===== src/rtl/tws_pkg.sv =====
package tws_pkg;
   typedef enum logic [2:0] {
      ST_IDLE,
      ST_CMD,
      ST_WDATA,
      ST_RDATA,
      ST_DONE
   } tws_state_t;

   localparam int unsigned BANKS = 2;
endpackage


===== src/rtl/tws_sync.sv =====
module tws_sync #(
   parameter int unsigned STAGES = 2,
   parameter int unsigned WIDTH  = 1
) (
   input  logic             clk,
   input  logic             rst_n,
   input  logic [WIDTH-1:0] d,
   output logic [WIDTH-1:0] q
);
   if (STAGES < 2) begin : g_bad_stages
      $error("tws_sync: STAGES must be at least 2");
   end

   logic [WIDTH-1:0] chain [STAGES];

   for (genvar s = 0; s < STAGES; s++) begin : g_stage
      always_ff @(posedge clk or negedge rst_n) begin
         if (!rst_n) chain[s] <= '0;
         else if (s == 0) chain[s] <= d;
         else chain[s] <= chain[s-1];
      end
   end

   assign q = chain[STAGES-1];
endmodule


===== src/rtl/tws_regfile.sv =====
module tws_regfile #(
   parameter int unsigned DATA_W = 8,
   parameter int unsigned ADDR_W = 5
) (
   input  logic              clk,
   input  logic              rst_n,
   input  logic              wr_en,
   input  logic              bank,
   input  logic [ADDR_W-1:0] addr,
   input  logic [DATA_W-1:0] wr_data,
   output logic [DATA_W-1:0] rd_data
);
   import tws_pkg::*;
   localparam int unsigned DEPTH = 1 << ADDR_W;

   if (ADDR_W < 1 || ADDR_W > 6) begin : g_bad_addr
      $error("tws_regfile: ADDR_W out of range 1..6");
   end

   logic [DATA_W-1:0] mem [BANKS][DEPTH];

   for (genvar b = 0; b < BANKS; b++) begin : g_bank
      always_ff @(posedge clk or negedge rst_n) begin
         if (!rst_n) begin
            for (int i = 0; i < DEPTH; i++) mem[b][i] <= '0;
         end else if (wr_en && (bank == b[0])) begin
            mem[b][addr] <= wr_data;
         end
      end
   end

   assign rd_data = mem[bank][addr];

   AST_WR_SINGLE: assert property (@(posedge clk) disable iff (!rst_n)
      wr_en |=> !wr_en);
endmodule


===== src/rtl/tws_seq.sv =====
module tws_seq #(
   parameter int unsigned DATA_W = 8,
   parameter int unsigned ADDR_W = 5
) (
   input  logic              clk,
   input  logic              rst_n,
   input  logic              ce_s,
   input  logic              sclk_s,
   input  logic              sd_s,
   input  logic [DATA_W-1:0] rd_data,
   output logic              wr_en,
   output logic              bank,
   output logic [ADDR_W-1:0] addr,
   output logic [DATA_W-1:0] wr_data,
   output logic              sd_o,
   output logic              sd_oe
);
   import tws_pkg::*;
   localparam int unsigned CMD_W   = ADDR_W + 3;
   localparam int unsigned MAX_W   = (CMD_W > DATA_W) ? CMD_W : DATA_W;
   localparam int unsigned CNT_W   = $clog2(MAX_W + 1);
   localparam int unsigned WE_BIT  = CMD_W - 1;
   localparam int unsigned BNK_BIT = CMD_W - 2;

   tws_state_t        state;
   logic              sclk_q;
   logic              rise, fall;
   logic [CMD_W-1:0]  cmd_sr, cmd_nx;
   logic [DATA_W-1:0] dat_sr;
   logic [CNT_W-1:0]  cnt;

   assign rise   = sclk_s & ~sclk_q;
   assign fall   = ~sclk_s & sclk_q;
   assign cmd_nx = {sd_s, cmd_sr[CMD_W-1:1]};

   always_ff @(posedge clk or negedge rst_n) begin
      if (!rst_n) sclk_q <= 1'b0;
      else        sclk_q <= sclk_s;
   end

   always_ff @(posedge clk or negedge rst_n) begin
      if (!rst_n) begin
         state  <= ST_IDLE;
         cmd_sr <= '0;
         dat_sr <= '0;
         cnt    <= '0;
         wr_en  <= 1'b0;
         sd_o   <= 1'b0;
         sd_oe  <= 1'b0;
      end else if (!ce_s) begin
         state <= ST_IDLE;
         cnt   <= '0;
         wr_en <= 1'b0;
         sd_oe <= 1'b0;
      end else begin
         wr_en <= 1'b0;
         unique case (state)
            ST_IDLE: begin
               state <= ST_CMD;
               cnt   <= '0;
            end
            ST_CMD: if (rise) begin
               cmd_sr <= cmd_nx;
               if (cnt == CNT_W'(CMD_W - 1)) begin
                  cnt   <= '0;
                  state <= cmd_nx[0] ? ST_RDATA : ST_WDATA;
               end else begin
                  cnt <= cnt + 1'b1;
               end
            end
            ST_WDATA: if (rise) begin
               dat_sr <= {sd_s, dat_sr[DATA_W-1:1]};
               if (cnt == CNT_W'(DATA_W - 1)) begin
                  wr_en <= cmd_sr[WE_BIT];
                  state <= ST_DONE;
               end else begin
                  cnt <= cnt + 1'b1;
               end
            end
            ST_RDATA: if (fall) begin
               sd_oe <= 1'b1;
               if (cnt == '0) begin
                  sd_o   <= rd_data[0];
                  dat_sr <= rd_data >> 1;
               end else begin
                  sd_o   <= dat_sr[0];
                  dat_sr <= dat_sr >> 1;
               end
               if (cnt == CNT_W'(DATA_W - 1)) state <= ST_DONE;
               else cnt <= cnt + 1'b1;
            end
            default: ;
         endcase
      end
   end

   assign bank    = cmd_sr[BNK_BIT];
   assign addr    = cmd_sr[ADDR_W:1];
   assign wr_data = dat_sr;

   AST_OE_IDLE_LOW: assert property (@(posedge clk) disable iff (!rst_n)
      !ce_s |=> !sd_oe);
   AST_NO_WR_ON_ABORT: assert property (@(posedge clk) disable iff (!rst_n)
      !ce_s |=> !wr_en);
   AST_WR_NEEDS_WE: assert property (@(posedge clk) disable iff (!rst_n)
      wr_en |-> cmd_sr[WE_BIT]);
   AST_OE_ON_FALL: assert property (@(posedge clk) disable iff (!rst_n)
      $rose(sd_oe) |-> $past(fall));
   AST_SDO_HOLD: assert property (@(posedge clk) disable iff (!rst_n)
      (sd_oe && $past(sd_oe) && !$past(fall)) |-> $stable(sd_o));
   AST_OE_NOT_IN_WRITE: assert property (@(posedge clk) disable iff (!rst_n)
      (state == ST_WDATA) |-> !sd_oe);
endmodule


===== src/rtl/tws_reg_slave.sv =====
module tws_reg_slave #(
   parameter int unsigned SYNC_STAGES = 2,
   parameter int unsigned DATA_W      = 8,
   parameter int unsigned ADDR_W      = 5
) (
   input  logic clk,
   input  logic rst_n,
   input  logic ce_i,
   input  logic sclk_i,
   input  logic sd_i,
   output logic sd_o,
   output logic sd_oe
);
   logic [2:0]        bus_s;
   logic              wr_en, bank;
   logic [ADDR_W-1:0] addr;
   logic [DATA_W-1:0] wr_data, rd_data;

   tws_sync #(.STAGES(SYNC_STAGES), .WIDTH(3)) u_sync (
      .clk(clk), .rst_n(rst_n),
      .d({ce_i, sclk_i, sd_i}), .q(bus_s)
   );

   tws_seq #(.DATA_W(DATA_W), .ADDR_W(ADDR_W)) u_seq (
      .clk(clk), .rst_n(rst_n),
      .ce_s(bus_s[2]), .sclk_s(bus_s[1]), .sd_s(bus_s[0]),
      .rd_data(rd_data), .wr_en(wr_en), .bank(bank), .addr(addr),
      .wr_data(wr_data), .sd_o(sd_o), .sd_oe(sd_oe)
   );

   tws_regfile #(.DATA_W(DATA_W), .ADDR_W(ADDR_W)) u_rf (
      .clk(clk), .rst_n(rst_n), .wr_en(wr_en), .bank(bank),
      .addr(addr), .wr_data(wr_data), .rd_data(rd_data)
   );
endmodule


===== config.mk =====
export PLATFORM = sky130hd
export DESIGN_NAME = tws_reg_slave
export DESIGN_NICKNAME = d
export VERILOG_FILES = /design/src/rtl/tws_pkg.sv /design/src/rtl/tws_sync.sv /design/src/rtl/tws_regfile.sv /design/src/rtl/tws_seq.sv /design/src/rtl/tws_reg_slave.sv
export SDC_FILE = /design/constraint.sdc
export NUM_CORES = 1
export LEC_CHECK = 0
export BUFFER_PORTS_ARGS = -buffer_cell sky130_fd_sc_hd__buf_2
export CAP_MARGIN = 25
export CORE_MARGIN = 2
export CORE_UTILIZATION = 28
export CTS_BUF_LIST = sky130_fd_sc_hd__clkbuf_4 sky130_fd_sc_hd__clkbuf_8
export CTS_CLUSTER_SIZE = 14
export DETAILED_ROUTE_END_ITERATION = 7
export GPL_TIMING_DRIVEN = 0
export PLACE_DENSITY = 0.53
export SYNTH_ARGS = -nofsm -noshare
export SYNTH_HDL_FRONTEND = slang
export SYNTH_SLANG_ARGS = --single-unit
export TNS_END_PERCENT = 10

===== constraint.sdc =====
create_clock -name clk -period 5.2 [get_ports clk]
set_clock_uncertainty 0.1 [all_clocks]
set_input_delay 1.3 -clock clk [delete_from_list [all_inputs] [get_ports clk]]
set_output_delay 1.3 -clock clk [all_outputs]
set_load 0.02 [all_outputs]

==> run metrics <==
power per standard cell area=402.0 mW/mm²; drt initial violations=1262; routed metal-1 wirelength=36.34 mm; Worst Setup End Kind=flip-flop; vias per inst=5.189; register bit total from synthesis=544; CTS Hold Bufs=0; share of flip-flops with an asynchronous set or reset after synthesis=100.0%; maximum ir drop on the vdd rail=0.2874 mV; flip-flop cell with the highest count after synthesis=sky130_fd_sc_hd__dfrtp_1; CTS buffer count=97; Met2 Routed Length=38.29 mm; final cell area excluding filler cells=0.02873 mm²; number of iterations in the first detailed-routing pass=6; CTS root buf=sky130_fd_sc_hd__clkbuf_8; count of antenna-violating nets left after detailed routing=0; post-route setup TNS=0 ns; initial standard-cell utilization of the core=28.15%; die boundary width=301.6 µm; number of enable flip-flop cells after synthesis=0; CP required=5.65 ns; highest routing layer actually used=met5; total instance count after detailed placement=2917; latest clock arrival within the worst-skew pair=0.70 ns; standard-cell row count=109; cell leakage power=13.23 nW; peak clock frequency supported by timing=283.1 MHz; final standard cell count with taps included and fillers excluded=3094; setup slack at placement=1.803 ns; I/O pins=7; Distinct cells, synth=49; post-route minimum period=3.532 ns; mean instance size in the synthesized netlist=14.33 µm²; WL/cell=26.89 µm; Maximum Capacitance Violations=0; highest net fanout along the worst path=10; count of input and output buffers=6; GRT Residual Overflow=0; total via count after detailed routing=16060; DIE AREA=0.09097 mm²; number of remaining DRC errors=0; critical path start-end classification=reg2reg; share of cells above drive strength 1=44.37%; remaining max-slew budget at the tightest pin=25.48%; sequential share of the synthesized area=54.89%; core region area=0.08810 mm²; CTS tree=yes; number of H-tree branching levels=3; Period Utilization, post-route=67.93%; final worst slack=1.668 ns; Routed Wire Length=83.21 mm; height of the chip=301.6 µm; maximum number of pins on one net before global-route repair=125; synthesized area=0.02480 mm²; Hold Slack=0.2456 ns; placer's final routability congestion estimate=0.8982; Bufs on Longest Clock Path=3; Post CTS Setup Buffer Count=0; startpoint types=flip-flop; net count of the finished layout=1859; total of fill cells in the finished design=8840; gr usage total=18.54%; worst min path class=reg2reg; Hold Violations, Final=0; area delta synth->final=15.86%; CTS sink cnt=544; number of pins exceeding their max-slew limit in the final report=0; clock-pin transition on the worst setup and hold timing paths=0.06 ns; global-route wire length before repair=121.4 mm; Finish-stage setup viols=0; antenna violations before repair=12; worst-margin pin slew=1.118 ns; post-detailed-placement cell area=0.02660 mm²; post-DP HPWL=57.39 mm; synthesized netlist net count=1738; cts repair resizes=0; met3 wire length=5.439 mm; Final Util=32.61%; gate count after technology mapping=1731; Arrival @ worst endpoint=3.99 ns; via count of the first global-routing pass=17070; setup repair after global routing missed its margin=false; yosys synthesis warning count=0; total power=11.55 mW; outcome=finished, final reports clean
## where the power goes
group	internal [mW]	switching, mW	leakage (nW)
logic	0.725	2.17	4.53
clock network	2.50	1.80	1.13
registers	4.30	0.0566	7.57
## metal layers
layer  vias up  global-route usage [%]
met5         -                       0
met4         2                   7.508
met3       178                   3.912
met2       597                   29.25
met1      8633                   24.80
li1       6645                       -
## sequential cells by signal (all words and copies together) (netlist names)
| name | count |
|---|---|
| u_rf.mem | 512 |
| u_seq.cmd_sr | 7 |
| u_seq.cnt | 4 |
| u_seq.sclk_q | 1 |
| u_seq.sd_o | 1 |
| u_seq.sd_oe | 1 |
| u_seq.state | 3 |
| u_seq.wr_data | 8 |
| u_seq.wr_en | 1 |
| u_sync.chain | 3 |
| u_sync.q | 3 |
## cell usage in the layout, fill, tap and decap left out, types with 7 or more instances in the layout
cell                         n
sky130_fd_sc_hd__nand2b_1    8
sky130_fd_sc_hd__a211oi_1   10
sky130_fd_sc_hd__buf_8      10
sky130_fd_sc_hd__clkbuf_4   35
sky130_fd_sc_hd__nand4_1     8
sky130_fd_sc_hd__nor2_2     34
sky130_fd_sc_hd__clkbuf_8  129
sky130_fd_sc_hd__nor2_1     35
sky130_fd_sc_hd__dfrtp_1   544
sky130_fd_sc_hd__nand2_1    78
sky130_fd_sc_hd__clkbuf_1   81
sky130_fd_sc_hd__clkinv_2    7
sky130_fd_sc_hd__buf_4       7
sky130_fd_sc_hd__nor4_1      9
sky130_fd_sc_hd__mux2i_1   125
sky130_fd_sc_hd__o21ai_0    59
sky130_fd_sc_hd__mux4_2     81
sky130_fd_sc_hd__o22ai_1    60
sky130_fd_sc_hd__nor2b_1     7
sky130_fd_sc_hd__mux2_2    496
sky130_fd_sc_hd__buf_2      27
## final cells by class
class	count	area [µm²]	area share [%]
diodes	2	5.005	0.01742
plain buffers	122	550.5	1.916
clock buffers	164	2038	7.094
clock inverters	10	80.08	0.2787
inverters	7	26.28	0.09145
multi-input cells	1058	10610	36.93
flip-flops and latches	544	13610	47.38
well taps	1165	1458	5.073
repair buffers	22	351.6	1.224
## worst max-delay path: stages, from the launching register on
cell	delay (ns)
sky130_fd_sc_hd__dfrtp_1	0.33
sky130_fd_sc_hd__buf_2	0.28
sky130_fd_sc_hd__buf_2	0.43
sky130_fd_sc_hd__clkbuf_1	0.85
sky130_fd_sc_hd__mux4_2	0.42
sky130_fd_sc_hd__mux2i_1	0.18
sky130_fd_sc_hd__o22ai_1	0.14
sky130_fd_sc_hd__a21oi_1	0.45
sky130_fd_sc_hd__a31oi_1	0.18
## final timing paths
kind                                      start       endpoint  slack (ns)  cells after the start
min in group asynchronous                 rst_n  u_rf.mem[509]        0.54                      1
worst min-delay path            u_sync.chain[4]    u_sync.q[1]        0.25                      0
worst max register to register  u_seq.cmd_sr[1]     u_seq.sd_o        1.67                      8
max in group asynchronous                 rst_n  u_rf.mem[117]        2.87                      3
worst min register to register  u_sync.chain[4]    u_sync.q[1]        0.25                      0
worst max-delay path            u_seq.cmd_sr[1]     u_seq.sd_o        1.67                      8
## Yosys cell counts (all sizes together) (3+ instances only)
library cell,n,area (µm²)
dfrtp,544,13610
nand4,9,62.56
o22ai,60,375.4
mux2,496,5585
mux2i,125,1251
nand3,4,25.02
or2,4,25.02
o21ai,59,295.3
and2,4,25.02
inv,7,26.27
nand2,78,292.8
clkbuf,82,309.0
nor3b,3,27.52
nor3,4,20.02
nor2b,7,43.79
mux4,81,1824
buf,40,241.5
a21oi,5,25.02
nand2b,8,50.05
nor2,69,344.1
nor4,9,56.30
a211oi,11,95.09
## logic make-up after synthesis
| kind of cell | Yosys count | synth area share [%] |
|---|---|---|
| flops | 544 | 54.89 |
| simple gates | 208 | 4.208 |
| buf+inv | 129 | 2.326 |
| compound gates | 146 | 3.552 |
| fa+ha+maj | 2 | 0.1009 |
| mux | 702 | 34.92 |
(Power assumes the default switching activity.)
